`src/rtl/dds_sd_osc.sv`:
```
module dds_sd_osc #(
  parameter int ACC_W  = 32,
  parameter int SAMP_W = 12
) (
  input  logic              clk,
  input  logic              rst,
  input  logic [ACC_W-1:0]  tw_in,
  input  logic              tw_load,
  input  logic              mode,
  output logic              sq_out,
  output logic [SAMP_W-1:0] wave_out,
  output logic              ds_out
);

  localparam logic [ACC_W-1:0] TW_MAX = {1'b0, {(ACC_W-1){1'b1}}};

  logic [ACC_W-1:0]  phase_q;
  logic [ACC_W-1:0]  tw_q;
  logic [SAMP_W-1:0] resid_q;

  logic [SAMP_W:0]   top_bits;
  logic [SAMP_W-1:0] tri_s;
  logic [SAMP_W-1:0] saw_s;
  logic [SAMP_W:0]   ds_sum;

  assign top_bits = phase_q[ACC_W-1 -: SAMP_W+1];
  assign tri_s    = top_bits[SAMP_W] ? ~top_bits[SAMP_W-1:0] : top_bits[SAMP_W-1:0];
  assign saw_s    = phase_q[ACC_W-1 -: SAMP_W];
  assign wave_out = mode ? saw_s : tri_s;
  assign sq_out   = phase_q[ACC_W-1];
  assign ds_sum   = {1'b0, resid_q} + {1'b0, wave_out};

  always_ff @(posedge clk) begin
    if (rst) begin
      phase_q <= '0;
      tw_q    <= '0;
      resid_q <= '0;
      ds_out  <= 1'b0;
    end else begin
      phase_q <= phase_q + tw_q;
      if (tw_load)
        tw_q <= tw_in[ACC_W-1] ? TW_MAX : tw_in;
      resid_q <= ds_sum[SAMP_W-1:0];
      ds_out  <= ds_sum[SAMP_W];
    end
  end

endmodule

```
`config.mk`:
```
export PLATFORM = sky130hd
export DESIGN_NAME = dds_sd_osc
export DESIGN_NICKNAME = d
export VERILOG_FILES = /design/src/rtl/dds_sd_osc.sv
export SDC_FILE = /design/constraint.sdc
export NUM_CORES = 1
export LEC_CHECK = 0
export CAP_MARGIN = 20
export CORE_MARGIN = 3
export CORE_UTILIZATION = 67
export DETAILED_ROUTE_END_ITERATION = 6
export DONT_BUFFER_PORTS = 1
export GPL_ROUTABILITY_DRIVEN = 0
export MAX_ROUTING_LAYER = met4
export PLACE_DENSITY = 0.81
export SLEW_MARGIN = 20
export SYNTH_ARGS = -nofsm -noshare
export SYNTH_HDL_FRONTEND = slang
export SYNTH_SLANG_ARGS = --single-unit
```
`constraint.sdc`:
```
create_clock -name clk -period 5.1 [get_ports clk]
set_input_delay 0 -clock clk [delete_from_list [all_inputs] [get_ports clk]]
set_output_delay 0 -clock clk [all_outputs]
set_load 0.01 [all_outputs]
```
After elaboration in Yosys (flattened, before gate mapping)
Cells that the tools add are included.
{"block": "totals", "reg_bits": 77, "input_bits": 36}
{"block": "op_classes", "bitwise": 1, "addsub": 2, "n_mux": 3}
{"cell": "adder 32 bit", "n": 1}
{"cell": "2-to-1 mux 31 bit", "n": 1}
{"cell": "2-to-1 mux 12 bit", "n": 2}
{"cell": "adder 12 x 12 -> 13 bit", "n": 1}
{"cell": "NOT 12 bit", "n": 1}

Longest topological paths before layout
{"block": "depth", "word_depth": 4, "ltp_mapped": 13, "ltp_nobuf": 12}

Least setup slack after synthesis
No wires, ideal clock.
{"block": "synth_timing", "path_kind": "flip-flop to flip-flop", "startpoint": "reg phase_q[31]", "endpoint": "reg ds_out", "path_slack_ns": 1.919, "path_stages_with_launch": 12, "arrival_ns": 3.064, "required_ns": 4.984, "setup_time_ns": 0.116, "cell_sequence": "dfxtp_1 -> clkbuf_1 -> buf_1 -> xnor2_1 -> o21ai_0 -> ha_1 -> nor2b_1 -> o21ai_0 -> a21oi_1 -> o32ai_1 -> o21ai_0 -> a41o_1"}
{"block": "synth_between", "elab_chain_len": 3}
{"element": "start: declaration", "line_no": "17", "text": "logic [ACC_W-1:0] phase_q;"}
{"element": "start signal: assignment", "line_no": "40", "text": "phase_q <= phase_q + tw_q;"}
{"element": "2-to-1 mux 12 bit", "line_no": "27", "text": "assign tri_s = top_bits[SAMP_W] ? ~top_bits[SAMP_W-1:0] : top_bits[SAMP_W-1:0];"}
{"element": "2-to-1 mux 12 bit", "line_no": "29", "text": "assign wave_out = mode ? saw_s : tri_s;"}
{"element": "named net wave_out[2]", "line_no": "11", "text": "output logic [SAMP_W-1:0] wave_out,"}
{"element": "adder 12 x 12 -> 13 bit", "line_no": "31", "text": "assign ds_sum = {1'b0, resid_q} + {1'b0, wave_out};"}
{"element": "end signal: assignment", "line_no": "44", "text": "ds_out <= ds_sum[SAMP_W];"}
{"element": "end: declaration", "line_no": "12", "text": "output logic ds_out"}
The timed path passes the listed nets, and every way through them passes these cells.
A chain may end at the register's enable or synchronous reset.

Worst setup path in the final report
{"block": "layout_timing", "startpoint": "reg phase_q[31]", "endpoint": "reg resid_q[10]"}
{"block": "layout_between", "elab_chain_len": 3}
{"element": "2-to-1 mux 12 bit", "line_no": "27"}
{"element": "2-to-1 mux 12 bit", "line_no": "29"}
{"element": "named net wave_out[0]", "line_no": "11"}
{"element": "adder 12 x 12 -> 13 bit", "line_no": "31"}
{"element": "end signal: assignment", "line_no": "43", "text": "resid_q <= ds_sum[SAMP_W-1:0];"}
{"element": "end: declaration", "line_no": "19", "text": "logic [SAMP_W-1:0] resid_q;"}
The timed path passes the listed nets, and every way through them passes these cells.

==> flow_metrics.tcl <==
set metrics [dict create \
    outcome "finished with violations" \
    violations "hold timing" \
    cts.sinks 76 \
    cts_resized 0 \
    rsz0062_at_grt "false" \
    drv_cap 0 \
    dp_hpwl_um 7237 \
    reg2reg_from "phase_q[31]$_SDFF_PP0_" \
    num_vias 4290 \
    grt_max_degree 81 \
    yosys-top-cells-area "dfxtp_1 (33%), ha_1 (12%), nor2_1 (6.7%)" \
    die_area_sq_mm 0.007883 \
    synth_area_leader_cell "dfxtp_1" \
    tightest_slew_ns 0.8313 \
    slew_viol_final 0 \
    synth_seq_cells 76 \
    synth.yosys.seq_area_share 0.3313 \
    avgSynthCellArea_sq_um 8.289 \
    r2r_setup_slack_ns 1.53 \
    setup_violations 0 \
    grt.overflow.total 0 \
    seqPwrFrac 0.350 \
    cp-startpoint "phase_q[31]$_SDFF_PP0_" \
    mostFrequentLayoutCells "nor2_1 (82), dfxtp_1 (76), dlygate4sd3_1 (62), ha_1 (43), a21oi_1 (39)" \
    power.switching_uw 788.5 \
    synth_flop_cell "dfxtp_1" \
    drc 0 \
    leakage_uw 0.002328 \
    cp.required_ns 5.34 \
    nets 678 \
    hold_viol_final 4 \
    dieHeight_um 88.79 \
    synthArstFlopShare 0 \
    grt_pass1_vias 4089 \
    cts.clk_slew.worst_paths_ns 0.09 \
    synth_edf_count 0 \
    drt-met1-wl_um 4992 \
    ant_nets 0 \
    tritoncts "done" \
    clock_path_buffers 2 \
    period_minus_slack_ns 3.570 \
    drt-total-wl_um 11970 \
    r2r_end "resid_q[10]$_SDFF_PP0_" \
    core_sq_mm 0.006495 \
    clkPwrFrac 0.259 \
    fp-row-count 29 \
    total_power_uw 2233 \
    first_pass_iters 5 \
    cp_max_fo 14 \
    fmax_ghz 0.2801 \
    timing.final.crit_share 0.6999 \
    power.internal_uw 1445 \
    fillerInstances 399 \
    reg2reg_depth 12 \
    antenna_cells 0 \
    swShare 0.3531 \
    wl_met2_um 5772 \
    peakVddDrop_v 0.0002440 \
    yosys.area.top_type_share 0.3313 \
    syn2layout_area_growth_pct 19.13 \
    top_layer "met4" \
    cts-root-buf "clkbuf_8" \
    antenna_found_initial 0 \
    layout_commonest_cell "nor2_1" \
    synth_nets 635 \
    drt_first_iter_violations 309 \
    crit_path_end_kind "flip-flop" \
    portBuffers 0 \
    min-delay-path-class "primary input to flip-flop" \
    wl_met3_um 807 \
    powerDensity_mw_per_mm2 408.2 \
    io_pins 50 \
    dp_cells 600 \
    track_usage 0.3252 \
    grt_pass1_wl_um 19200 \
    critPathKind "flip-flop to flip-flop" \
    cts_buffers 9 \
    final_cells 679 \
    die_w_um 88.79 \
    p_comb_frac 0.391 \
    relSlewSlack 0.4451 \
    setup_tns_ns 0 \
    critPathArrivalTime_ns 3.81 \
    clk_latency_ns 0.36 \
    post_drt_wl_per_cell_um 17.62 \
    drive_above_1_share 0.04319 \
    crit_path_start_kind "flip-flop" \
    yosysUniqueCellTypes 56 \
    syn_area_sq_mm 0.004592 \
    start_util 0.7070 \
    fin_worst_skew_ns 0.01302 \
    via_per_inst 6.318 \
    ys_warn_count 0 \
    netlist_instances 554 \
    endpoint "resid_q[10]$_SDFF_PP0_" \
    whs_ns -0.01240 \
    h-tree-depth 3 \
]
per-stage QoR:
stage,hold WS (ns),instance area (sq um),worst slack (ns),utilization
2_1_floorplan,0.1544,4592,1.919,-
3_3_place_gp,0.08015,4572,1.763,0.7039
3_5_place_dp,0.07964,4572,1.611,0.7039
4_1_cts,0.003574,5470,1.568,0.8422
5_1_grt,0.02869,5470,1.230,0.8422
6_report,-0.01240,5470,1.530,0.8422
how the worst min path moves through the flow:
stage               slack [ns]  depth (start not counted)                     to  startpoint
floorplan                 0.15                          2   tw_q[0]$_SDFFE_PP0P_    tw_in[0]
global placement          0.08                          1  resid_q[5]$_SDFF_PP0_         rst
detailed placement        0.08                          1  resid_q[1]$_SDFF_PP0_         rst
CTS                      0.004                          2  resid_q[1]$_SDFF_PP0_         rst
global route              0.03                          2  resid_q[1]$_SDFF_PP0_         rst
finish                   -0.01                          2  resid_q[4]$_SDFF_PP0_         rst
Yosys cell counts, types with 7 or more instances:
| library cell | instances |
|---|---|
| xnor2_1 | 32 |
| a21oi_1 | 39 |
| inv_1 | 12 |
| nor3_1 | 7 |
| xor2_1 | 11 |
| o22ai_1 | 31 |
| nand3_1 | 7 |
| nor2b_1 | 7 |
| o21a_1 | 11 |
| ha_1 | 43 |
| nand2_1 | 36 |
| nor2_1 | 82 |
| clkbuf_1 | 23 |
| dfxtp_1 | 76 |
| o21ai_0 | 37 |
| a21o_1 | 16 |
area by class of cell:
type                       instances  area [sq um]  share of cell area
inverter                          12         45.04            0.008234
clock inverter                     4         95.09             0.01738
clock buffer                      12         155.1             0.02836
multi-input combinational        434          2902              0.5304
tap                               77         96.34             0.01761
timing repair buffer              64         655.6              0.1199
sequential                        76          1521              0.2781
power groups by stage:
stage          Sequential (uW)  Clock [uW]  Combinational (uW)
2_1_floorplan              766           0                 673
3_3_place_gp               791           0                 750
3_5_place_dp               795           0                 778
4_1_cts                    781         579                 852
5_1_grt                    794         606                 977
6_report                   783         578                 873
what timing repair did:
item,CTS,global route
hold buffers,63,0
buffers inserted,0,0
hold endpoints to repair,76,0
cells by family after synthesis:
family                   after synthesis  share of synthesized area
AO/OA/AOI/OAI                        171                     0.2436
XOR/XNOR                              43                    0.08202
adder cells (fa/ha/maj)               45                     0.1259
buffers and inverters                 44                    0.03678
flip-flops                            76                     0.3313
multiplexers                           3                   0.007356
AND/OR/NAND/NOR                      172                     0.1730
flip-flops by register name, summed over array words and instances (netlist names):
register	flops
ds_out	1
phase_q	32
resid_q	12
tw_q	31
routing by layer:
layer | up-vias | GRT usage
met5 | - | -
met3 | 36 | 0.05400
met4 | 0 | 0.1401
li1 | 2084 | -
met2 | 174 | 0.5425
met1 | 1996 | 0.3849
worst max-delay path: stages, from the launching register on:
cell,delay (ns)
dfxtp_1,0.87
xnor2_1,0.17
o21ai_0,0.44
ha_1,0.26
inv_1,0.05
fa_1,0.38
nor2b_1,0.16
o21ai_0,0.13
a21oi_1,0.28
o32ai_1,0.16
o21ai_0,0.34
xnor2_1,0.16
nor2_1,0.05
No activity file was read; power rests on OpenSTA's default activity.
